$ cat config.mk
export PLATFORM = sky130hd
export DESIGN_NAME = spec_iq
export DESIGN_NICKNAME = d
export VERILOG_FILES = /design/src/rtl/spec_iq_pkg.sv /design/src/rtl/spec_iq_ctl.sv /design/src/rtl/spec_iq_store.sv /design/src/rtl/spec_iq_pick.sv /design/src/rtl/spec_iq.sv
export SDC_FILE = /design/constraint.sdc
export NUM_CORES = 1
export LEC_CHECK = 0
export CAP_MARGIN = 5
export CORE_MARGIN = 5
export CORE_UTILIZATION = 30
export CTS_BUF_LIST = sky130_fd_sc_hd__clkbuf_8
export DETAILED_ROUTE_END_ITERATION = 10
export DONT_BUFFER_PORTS = 1
export GPL_TIMING_DRIVEN = 0
export PLACE_DENSITY = 0.41
export SLEW_MARGIN = 5
export SYNTH_ARGS = -nofsm -noshare
export SYNTH_HDL_FRONTEND = slang
export SYNTH_SLANG_ARGS = --single-unit
$ cat constraint.sdc
create_clock -name clk -period 15.8 [get_ports clk]
set_input_delay 2.37 -clock clk [delete_from_list [all_inputs] [get_ports clk]]
set_output_delay 2.37 -clock clk [all_outputs]
set_load 0.05 [all_outputs]
$ cat src/rtl/spec_iq_pkg.sv
package spec_iq_pkg;
  localparam int INS_W  = 32;
  localparam int ADDR_W = 32;

  typedef struct packed {
    logic              vld;
    logic              spec;
    logic              isbr;
    logic [ADDR_W-1:0] addr;
    logic [INS_W-1:0]  ins;
  } iq_ent_t;
endpackage

$ cat src/rtl/spec_iq_ctl.sv
module spec_iq_ctl (
  input  logic clk,
  input  logic rst_n,
  input  logic bp_predict,
  input  logic bp_resolve,
  input  logic bp_mispredict,
  output logic spec_active,
  output logic wr_spec,
  output logic kill_spec,
  output logic clr_spec
);
  logic pred_acc;

  // one branch in flight; a new prediction is taken only when the slot frees this cycle
  assign pred_acc  = bp_predict && (!spec_active || bp_resolve);
  assign kill_spec = bp_resolve && spec_active && bp_mispredict;
  assign clr_spec  = bp_resolve && spec_active && !bp_mispredict;
  assign wr_spec   = (spec_active && !bp_resolve) || pred_acc;

  always_ff @(posedge clk) begin
    if (!rst_n)          spec_active <= 1'b0;
    else if (pred_acc)   spec_active <= 1'b1;
    else if (bp_resolve) spec_active <= 1'b0;
  end

  // a predict pulse while one branch is pending does not end speculation
  a_r7_single_branch: assert property (@(posedge clk) disable iff (!rst_n)
    (spec_active && !bp_resolve) |=> spec_active);
endmodule

$ cat src/rtl/spec_iq_store.sv
module spec_iq_store
  import spec_iq_pkg::*;
#(
  parameter int DEPTH = 6,
  localparam int PW = $clog2(DEPTH),
  localparam int CW = $clog2(DEPTH + 1)
) (
  input  logic          clk,
  input  logic          rst_n,
  input  logic [1:0]    wr_n,
  input  iq_ent_t       wr_e0,
  input  iq_ent_t       wr_e1,
  input  logic [1:0]    pop_n,
  input  logic          clr_spec,
  input  logic          kill_spec,
  output logic [CW-1:0] count,
  output iq_ent_t       head_e0,
  output iq_ent_t       head_e1,
  output logic [CW-1:0] spec_cnt
);
  iq_ent_t       ents [DEPTH];
  logic [PW-1:0] head, idx1, tail0, tail1;

  function automatic logic [PW-1:0] wrap(input logic [PW:0] v);
    return (v >= (PW+1)'(DEPTH)) ? PW'(v - (PW+1)'(DEPTH)) : PW'(v);
  endfunction

  assign idx1  = wrap({1'b0, head} + (PW+1)'(1));
  assign tail0 = wrap({1'b0, head} + (PW+1)'(count));
  assign tail1 = wrap({1'b0, head} + (PW+1)'(count) + (PW+1)'(1));

  assign head_e0 = ents[head];
  assign head_e1 = ents[idx1];

  always_comb begin
    spec_cnt = '0;
    for (int i = 0; i < DEPTH; i++)
      spec_cnt = spec_cnt + CW'(ents[i].vld & ents[i].spec);
  end

  always_ff @(posedge clk) begin
    if (!rst_n) begin
      head  <= '0;
      count <= '0;
      for (int i = 0; i < DEPTH; i++) ents[i] <= '0;
    end else if (kill_spec) begin
      // speculative entries are always the youngest, so the tail just moves back
      for (int i = 0; i < DEPTH; i++)
        if (ents[i].spec) ents[i] <= '0;
      count <= count - spec_cnt;
    end else begin
      if (clr_spec)
        for (int i = 0; i < DEPTH; i++) ents[i].spec <= 1'b0;
      if (pop_n != 2'd0) ents[head].vld <= 1'b0;
      if (pop_n == 2'd2) ents[idx1].vld <= 1'b0;
      if (wr_n != 2'd0)  ents[tail0] <= wr_e0;
      if (wr_n == 2'd2)  ents[tail1] <= wr_e1;
      head  <= wrap({1'b0, head} + (PW+1)'(pop_n));
      count <= count + CW'(wr_n) - CW'(pop_n);
    end
  end

  a_r2_no_overflow: assert property (@(posedge clk) disable iff (!rst_n)
    count <= CW'(DEPTH));
  a_r2_write_room: assert property (@(posedge clk) disable iff (!rst_n)
    CW'(wr_n) <= CW'(DEPTH) - count);
  a_r9_flush_clean: assert property (@(posedge clk) disable iff (!rst_n)
    kill_spec |=> (spec_cnt == '0));
  a_r3_pop_valid: assert property (@(posedge clk) disable iff (!rst_n)
    (pop_n != 2'd0) |-> head_e0.vld);
endmodule

$ cat src/rtl/spec_iq_pick.sv
module spec_iq_pick
  import spec_iq_pkg::*;
(
  input  logic       clk,
  input  logic       rst_n,
  input  iq_ent_t    head_e0,
  input  iq_ent_t    head_e1,
  input  logic       hold,
  input  logic       disp_rdy,
  output logic [1:0] disp_vld,
  output logic [1:0] pop_n
);
  logic ok0, ok1;

  // a speculative branch may not leave; it also shadows the slot behind it
  assign ok0 = head_e0.vld && !(head_e0.spec && head_e0.isbr);
  assign ok1 = ok0 && head_e1.vld && !(head_e1.spec && head_e1.isbr);

  assign disp_vld = hold ? 2'b00 : {ok1, ok0};
  assign pop_n    = !disp_rdy   ? 2'd0 :
                    disp_vld[1] ? 2'd2 :
                    disp_vld[0] ? 2'd1 : 2'd0;

  a_r4_pair_order: assert property (@(posedge clk) disable iff (!rst_n)
    disp_vld[1] |-> disp_vld[0]);
  a_r5_hold_quiet: assert property (@(posedge clk) disable iff (!rst_n)
    hold |-> (pop_n == 2'd0));
  a_r10_shadow_branch: assert property (@(posedge clk) disable iff (!rst_n)
    (pop_n != 2'd0) |-> !(head_e0.spec && head_e0.isbr));
endmodule

$ cat src/rtl/spec_iq.sv
module spec_iq
  import spec_iq_pkg::*;
#(
  parameter int DEPTH = 6,
  localparam int CW = $clog2(DEPTH + 1)
) (
  input  logic              clk,
  input  logic              rst_n,
  input  logic [1:0]        fetch_vld,
  output logic [1:0]        fetch_rdy,
  input  logic [INS_W-1:0]  fetch_ins0,
  input  logic [ADDR_W-1:0] fetch_addr0,
  input  logic              fetch_br0,
  input  logic [INS_W-1:0]  fetch_ins1,
  input  logic [ADDR_W-1:0] fetch_addr1,
  input  logic              fetch_br1,
  output logic [CW-1:0]     free_slots,
  input  logic              bp_predict,
  input  logic              bp_resolve,
  input  logic              bp_mispredict,
  input  logic              disp_stall,
  input  logic              disp_rdy,
  output logic [1:0]        disp_vld,
  output logic [INS_W-1:0]  disp_ins0,
  output logic [ADDR_W-1:0] disp_addr0,
  output logic              disp_spec0,
  output logic [INS_W-1:0]  disp_ins1,
  output logic [ADDR_W-1:0] disp_addr1,
  output logic              disp_spec1
);
  logic          spec_active, wr_spec, kill_spec, clr_spec;
  logic          wr0, wr1;
  logic [1:0]    wr_n, pop_n;
  logic [CW-1:0] count, spec_cnt;
  iq_ent_t       w0, w1, e0, e1;

  spec_iq_ctl u_ctl (
    .clk(clk), .rst_n(rst_n),
    .bp_predict(bp_predict), .bp_resolve(bp_resolve), .bp_mispredict(bp_mispredict),
    .spec_active(spec_active), .wr_spec(wr_spec),
    .kill_spec(kill_spec), .clr_spec(clr_spec)
  );

  assign free_slots   = CW'(DEPTH) - count;
  assign fetch_rdy[0] = !kill_spec && (free_slots >= CW'(1));
  assign fetch_rdy[1] = !kill_spec && (free_slots >= CW'(2));

  assign wr0  = fetch_vld[0] && fetch_rdy[0];
  assign wr1  = wr0 && fetch_vld[1] && fetch_rdy[1];
  assign wr_n = wr1 ? 2'd2 : (wr0 ? 2'd1 : 2'd0);

  assign w0 = '{vld: 1'b1, spec: wr_spec, isbr: fetch_br0, addr: fetch_addr0, ins: fetch_ins0};
  assign w1 = '{vld: 1'b1, spec: wr_spec, isbr: fetch_br1, addr: fetch_addr1, ins: fetch_ins1};

  spec_iq_store #(.DEPTH(DEPTH)) u_store (
    .clk(clk), .rst_n(rst_n),
    .wr_n(wr_n), .wr_e0(w0), .wr_e1(w1), .pop_n(pop_n),
    .clr_spec(clr_spec), .kill_spec(kill_spec),
    .count(count), .head_e0(e0), .head_e1(e1), .spec_cnt(spec_cnt)
  );

  spec_iq_pick u_pick (
    .clk(clk), .rst_n(rst_n),
    .head_e0(e0), .head_e1(e1),
    .hold(disp_stall || kill_spec), .disp_rdy(disp_rdy),
    .disp_vld(disp_vld), .pop_n(pop_n)
  );

  assign disp_ins0  = e0.ins;
  assign disp_addr0 = e0.addr;
  assign disp_spec0 = e0.spec;
  assign disp_ins1  = e1.ins;
  assign disp_addr1 = e1.addr;
  assign disp_spec1 = e1.spec;

  // tagged entries only exist while a branch is outstanding
  a_r7_no_orphan_tag: assert property (@(posedge clk) disable iff (!rst_n)
    (spec_cnt != '0) |-> spec_active);
  // a correct resolution leaves no tagged entry behind
  a_r8_resolve_clears: assert property (@(posedge clk) disable iff (!rst_n)
    (clr_spec && !bp_predict) |=> (spec_cnt == '0));
  // wrong-path fetches are never accepted during a flush
  a_r9_no_write_on_flush: assert property (@(posedge clk) disable iff (!rst_n)
    (bp_resolve && bp_mispredict && spec_active) |=> (count == $past(count) - $past(spec_cnt)));
endmodule

==> flow_summary_export.csv, run 1 <==
group,metric,value,unit
run_status,status,"completed",
power,powerDensity,148,nW/um^2
yosys,ys_seq_area_frac,0.531,
worst_setup_path,cp.buffers_inverters,5,
cts,cts_tree,"built",
grt,overflow,0,
yosys,async_flop_share,0,
worst_setup_path,crit_path_max_fanout,12,
yosys,syn-instance-count,2197,
worst_setup_path,slowest_delay,910,ps
timing,rsz0062_at_grt,"false",
timing,max_freq,120,MHz
cts,cts-resized-gates,0,
grt,first_global_vias,23700,
yosys,ys_warn_count,0,
route,drtAntennaViolNets,0,
worst_setup_path,rrSetupSlack,9770,ps
timing,final-setup-viol-count,0,
cts,post_cts_buffers,0,
cts,clk_path_buf_depth,3,
cts,path_clk_slew,60,ps
layout,area_growth,13.2,%
power,power.total,5.12,mW
worst_setup_path,slowest_stage,"clkbuf_1",
timing,min_period_over_period,0.527,
route,detail_route.first_pass.iterations,8,
hold_path,hold_path.class,"flip-flop to flip-flop",
worst_setup_path,crit_path_start_kind,"flip-flop",
grt,global_route.usage.total,0.246,
timing,finalMaxSlewViolations,0,
layout,finalNetCount,2481,
floorplanning,ioPinCount,276,
cts,cts_buffers,102,
cts,clk_latency,740,ps
yosys,synth_flop_cell,"edfxtp_1",
route,avgRoutedWirePerCell,36.6,um
placed_design,port_buffers,0,
grt,grt_antenna_before_repair,21,
worst_setup_path,worstSetupPathType,"flip-flop to output port",
timing,setup_tns,0,ps
worst_setup_path,path_cells,"inv_1 -> ha_1 -> buf_2 -> clkbuf_1 -> nand2_1 -> o22ai_1 -> clkbuf_1 -> clkbuf_1 -> a222oi_1 -> mux2i_1 -> a221o_1",
layout,drive_gt1_frac,0.169,
worst_setup_path,cp.arrival,5950,ps
worst_setup_path,cp.required,13430,ps
yosys,synth_cell_types,65,
power,leakagePower,11.3,nW
worst_setup_path,worstRegToRegCells,17,
yosys,ys_ff_latch,546,
floorplanning,coreArea,101000,um^2
route,drtIter0Drc,3492,
floorplanning,std_cell_rows,117,
floorplanning,die_area,108000,um^2
placed_design,gp_congestion,0.836,
worst_setup_path,path_depth,11,
yosys,synth-edff-count,528,
placed_design,dp_hpwl,88600,um
flow_run,max-cap-violations,0,
yosys,synth_fp_nets,2362,
timing,skew,32.9,ps
route,vias,23500,
grt,grt_pass1_wl,188000,um
timing,period_needed,8320,ps
route,wirelength,138000,um
yosys,syn_area,30500,um^2
yosys,syn_area_per_cell,13.9,um^2
timing,worst_pin_slew,1330,ps
cts,cts_max_level,3,
timing,finalHoldViolations,0,
worst_setup_path,endpoint_kind,"output port",
cts,root_buffer,"clkbuf_8",
floorplanning,start_util,0.301,
floorplanning,fp.dieW,329,um
cts,cts_hold_buffers,0,
cts,clock_sinks,546,
route,drc,0,
worst_setup_path,crit_family,"buffers and inverters",
grt,grt_max_degree,40,
timing,slew_headroom,0.112,
power,ir_worst_vdd,0.0000624,V
floorplanning,die_y,329,um
worst_setup_path,cp_common_cell,"clkbuf_1",
route,viasPerCell,6.21,
hold_path,holdPathStages,2,
-- worst paths after layout --
kind | start | end
min | u_store.ents[2][66]$_SDFFE_PP1P_ | u_store.ents[2][66]$_SDFFE_PP1P_
max reg2reg | u_store.head[1]$_SDFFE_PN0N_ | u_store.count[2]$_SDFF_PN0_
max | u_store.head[1]$_SDFFE_PN0N_ | disp_ins1[1]
min reg2reg | u_store.ents[2][66]$_SDFFE_PP1P_ | u_store.ents[2][66]$_SDFFE_PP1P_
-- stage by stage --
stage | std cells | hold slack (ps) | instance area (um^2) | utilization | setup WS [ps]
after floorplan | 2197 | 485 | 30500 | - | 8900
after global placement | 3565 | 518 | 32200 | 0.318 | 5440
after detailed placement | 3579 | 522 | 32700 | 0.322 | 8100
after CTS | 3764 | 530 | 34500 | 0.340 | 7550
after global routing | 3771 | 586 | 34500 | 0.340 | 7360
final | 3782 | 539 | 34500 | 0.340 | 7480
-- registers in the layout, indices dropped and copies added (netlist names), named ones only --
| signal | flops |
|---|---|
| u_store.ents | 536 |
| u_store.count | 3 |
| u_store.head | 3 |
| u_ctl.spec_active | 1 |
-- final cells by class --
type / count / area, um^2
antenna: 17 / 42.5
buffer: 359 / 1420
clock buffer: 103 / 1420
clock inverter: 82 / 399
fill: 10000 / 66900
inverter: 28 / 115
multi-input combinational: 1264 / 12900
sequential: 546 / 16200
tap: 1368 / 1710
timing repair buffer: 15 / 358
-- per-layer routing --
layer | vias up | global-route usage | wire length [um]
met5 | - | 0 | 46
met4 | 8 | 0.0788 | 4080
met3 | 252 | 0.0704 | 15400
met2 | 1415 | 0.389 | 63700
met1 | 12200 | 0.327 | 55100
li1 | 9596 | - | -
-- synth_stat cells (all sizes together) (6+ instances only) --
master	n	area, um^2
a222oi	120	1200
inv	28	105
clkbuf	153	574
xnor2	9	86.3
nor2	41	154
edfxtp	528	15900
buf	206	845
nor2b	8	50.1
and2	9	56.3
ha	17	213
nand2b	6	37.5
a21oi	24	124
fa	9	180
a22o	520	4550
nor3	9	45.0
nand2	46	173
a22oi	20	150
o21ai	10	50.0
a221o	64	641
mux4	134	3020
nand3	22	110
dfxtp	18	360
mux2	67	754
mux2i	62	621
-- placed cells by master, fill, tap and decap left out, types with 4 or more instances in the layout --
cell type,netlist,routed
edfxtp_1,528,528
a22o_1,520,520
buf_1,160,159
clkbuf_1,153,152
mux4_2,134,134
a222oi_1,120,120
clkbuf_8,0,103
mux2_2,67,67
a221o_1,64,64
inv_1,28,62
mux2i_1,62,62
nand2_1,46,46
buf_2,42,42
nor2_1,41,40
clkinv_1,0,27
a21oi_1,23,23
a22oi_1,20,20
dfxtp_1,18,18
diode_2,0,17
ha_1,17,17
nand3_1,22,16
clkinv_2,0,11
buf_16,0,10
and2_1,9,9
o21ai_0,9,9
nor3_1,9,9
fa_1,9,9
xnor2_1,8,8
nor2b_1,8,8
nand2b_1,6,6
nand3_4,0,6
o22ai_1,5,5
and3_1,4,4
buf_4,3,4
xor2_1,4,4
inv_6,0,4
a41oi_1,4,4
clkinvlp_4,0,4
-- where the power goes --
group	total [mW]	internal [mW]	switching [mW]
Clock	1.28	0.637	0.643
Combinational	1.86	0.566	1.30
Sequential	1.98	1.85	0.129
-- logic make-up (layout without fill, tap and decap cells) --
family                     after synthesis  count (layout)  share of synthesized area
xor gates and xnor gates                13              13                    0.00398
AOI/OAI and AO/OA                      792             792                      0.229
muxes                                  263             263                      0.144
buffers and inverters                  387             587                     0.0499
and+or+nand+nor                        170             170                     0.0284
other                                    0              17                          0
adders and majority gates               26              26                     0.0129
DFF                                    546             546                      0.531
-- worst min-delay path, cell delays in order, from the launching register on --
cell and delay, ps:
dfxtp_1 340, nand4_1 70, o21ai_0 70
No activity file was read; power rests on OpenSTA's default activity.
==> run 2: changes to the inputs <==
- PLACE_DENSITY: 0.41 -> 0.42
- clock period: 15.8 -> 7.1 ns (I/O delays scaled with it)
==> flow_summary_export.csv, run 2 (synthesis results as in run 1) <==
group,metric,value,unit
route,drtIter0Drc,3052,
hold_path,hold_path.class,"flip-flop to flip-flop",
power,power.total,11.5,mW
route,wirelength,139000,um
grt,use_met2,0.398,
placed_design,port_buffers,0,
route,detail_route.first_pass.iterations,7,
cts,cts_buffers,105,
cts,cts_max_level,3,
layout,top_register,"u_store.ents",
placed_design,dp_slack,1020,ps
worst_setup_path,slowest_delay,890,ps
floorplanning,std_cell_rows,117,
route,viasPerCell,6.26,
timing,setup_slack,272,ps
cts,root_buffer,"clkbuf_8",
timing,final-setup-viol-count,0,
power,powerDensity,334,nW/um^2
grt,overflow,0,
timing,finalMaxSlewViolations,0,
layout,final_common_cell,"edfxtp_1",
power,p_clk_frac,0.259,
worst_setup_path,crit_path_max_fanout,12,
power,leakagePower,11.3,nW
power,internal_power,6.90,mW
floorplanning,ioPinCount,276,
flow_run,max-cap-violations,0,
layout,drive_gt1_frac,0.172,
timing,slew_headroom,0.0686,
floorplanning,coreArea,101000,um^2
grt,busiest_layer,"met2",
power,switching_share,0.402,
run_status,status,"completed",
timing,worst_pin_slew,1400,ps
layout,area_growth,13.3,%
route,vias,23700,
grt,first_global_vias,24100,
power,comb_power_share,0.358,
layout,largest_reg_flops,536,
worst_setup_path,rrSetupSlack,1080,ps
cts,clk_latency,770,ps
placed_design,gp_congestion,0.828,
worst_setup_path,endpoint_kind,"output port",
route,drtAntennaViolNets,0,
floorplanning,start_util,0.301,
layout,mostFrequentLayoutCells,"528 x edfxtp_1, 520 x a22o_1, 161 x buf_1",
grt,grt_antenna_before_repair,23,
worst_setup_path,slowest_stage,"clkbuf_1",
cts,path_clk_slew,60,ps
worst_setup_path,cp.arrival,5760,ps
floorplanning,die_y,329,um
grt,grt_pass1_wl,188000,um
floorplanning,die_area,108000,um^2
grt,use_met3,0.0727,
grt,global_route.usage.total,0.247,
worst_setup_path,worstSetupPathType,"flip-flop to output port",
worst_setup_path,cp_common_cell,"clkbuf_1",
layout,reg.largest.list,"u_store.ents (536), u_store.count (3), u_store.head (3)",
layout,finalNetCount,2481,
cts,cts_tree,"built",
grt,use_met1,0.322,
timing,skew,42.2,ps
floorplanning,fp.dieW,329,um
timing,max_freq,146,MHz
route,avgRoutedWirePerCell,36.6,um
cts,clock_sinks,546,
power,ir_worst_vdd,0.000154,V
cts,clk_path_buf_depth,3,
power,power.switching,4.64,mW
grt,grt_max_degree,43,
timing,period_needed,6830,ps
timing,min_period_over_period,0.962,
timing,rsz0062_at_grt,"false",
power,pwr-share-seq,0.383,
worst_setup_path,cp.required,6030,ps
worst_setup_path,crit_path_start_kind,"flip-flop",
timing,finalHoldViolations,0,
route,drc,0,
layout,final_core_util,0.341,
cts,cts_hold_buffers,0,
worst_setup_path,path_cells,"inv_1 -> ha_1 -> buf_2 -> clkbuf_1 -> nand2_1 -> o22ai_1 -> clkbuf_1 -> clkbuf_1 -> a222oi_1 -> inv_1 -> a221o_1",
placed_design,dp_hpwl,88200,um
## run 2: cell types whose count changed in the layout (fill, tap and decap cells not counted), sizes merged
cell and delta:
clkbuf +4, clkinvlp -1, buf -1, inv +1, diode -4, bufinv +1
## run 2: path summary, 6_finish.rpt
path / start / end / depth (start not counted)
max: u_store.head[1]$_SDFFE_PN0N_ / disp_addr1[15] / 11
min: u_store.ents[2][66]$_SDFFE_PP1P_ / u_store.ents[2][66]$_SDFFE_PP1P_ / 2
max reg2reg: u_store.head[1]$_SDFFE_PN0N_ / u_store.count[2]$_SDFF_PN0_ / 17
min reg2reg: u_store.ents[2][66]$_SDFFE_PP1P_ / u_store.ents[2][66]$_SDFFE_PP1P_ / 2
## run 2: through the flow
| step | TNS, ps | instance area, um^2 | hold WS, ps | std cells |
|---|---|---|---|---|
| floorplan | 0 | 30500 | 485 | 2197 |
| global placement | -1137870 | 32200 | 527 | 3565 |
| detailed placement | 0 | 32600 | 534 | 3577 |
| CTS | 0 | 34500 | 549 | 3769 |
| global route | 0 | 34600 | 582 | 3774 |
| finish | 0 | 34600 | 555 | 3782 |
## run 2: area by class of cell
class	instances	area, um^2
fillers	9944	66900
flip-flops and latches	546	16200
multi-input cells	1264	12900
well taps	1368	1710
clock buffers	109	1500
plain buffers	359	1420
clock inverters	83	438
repair buffers	12	277
inverters	28	115
diodes	13	32.5
## run 2: power groups by stage
| stage | clock, mW | combinational, mW | sequential (mW) |
|---|---|---|---|
| finish | 2.99 | 4.13 | 4.42 |
| global route | 3.19 | 4.30 | 4.46 |
| CTS | 3.04 | 4.12 | 4.41 |
| detailed placement | 0 | 4.10 | 4.47 |
| global placement | 0 | 4.03 | 4.53 |
| floorplan | 0 | 3.00 | 4.37 |
## run 2: metal layers
| layer | part of all wire | up-vias |
|---|---|---|
| met5 | 0.00071 | - |
| met4 | 0.029 | 14 |
| met3 | 0.11 | 262 |
| met2 | 0.47 | 1427 |
| met1 | 0.39 | 12400 |
| li1 | - | 9596 |
## run 2: what timing repair did
item	in CTS	in global routing
setup endpoints to repair	0	9
resized for setup	0	10
setup buffers	0	0
## run 2: critical path, delay by kind of cell, from the launching register on
family / cells / cell delay [ps]
compound gates: 3 / 1160
fa+ha+maj: 1 / 340
buf+inv: 6 / 2620
flops: 1 / 730
simple gates: 1 / 140
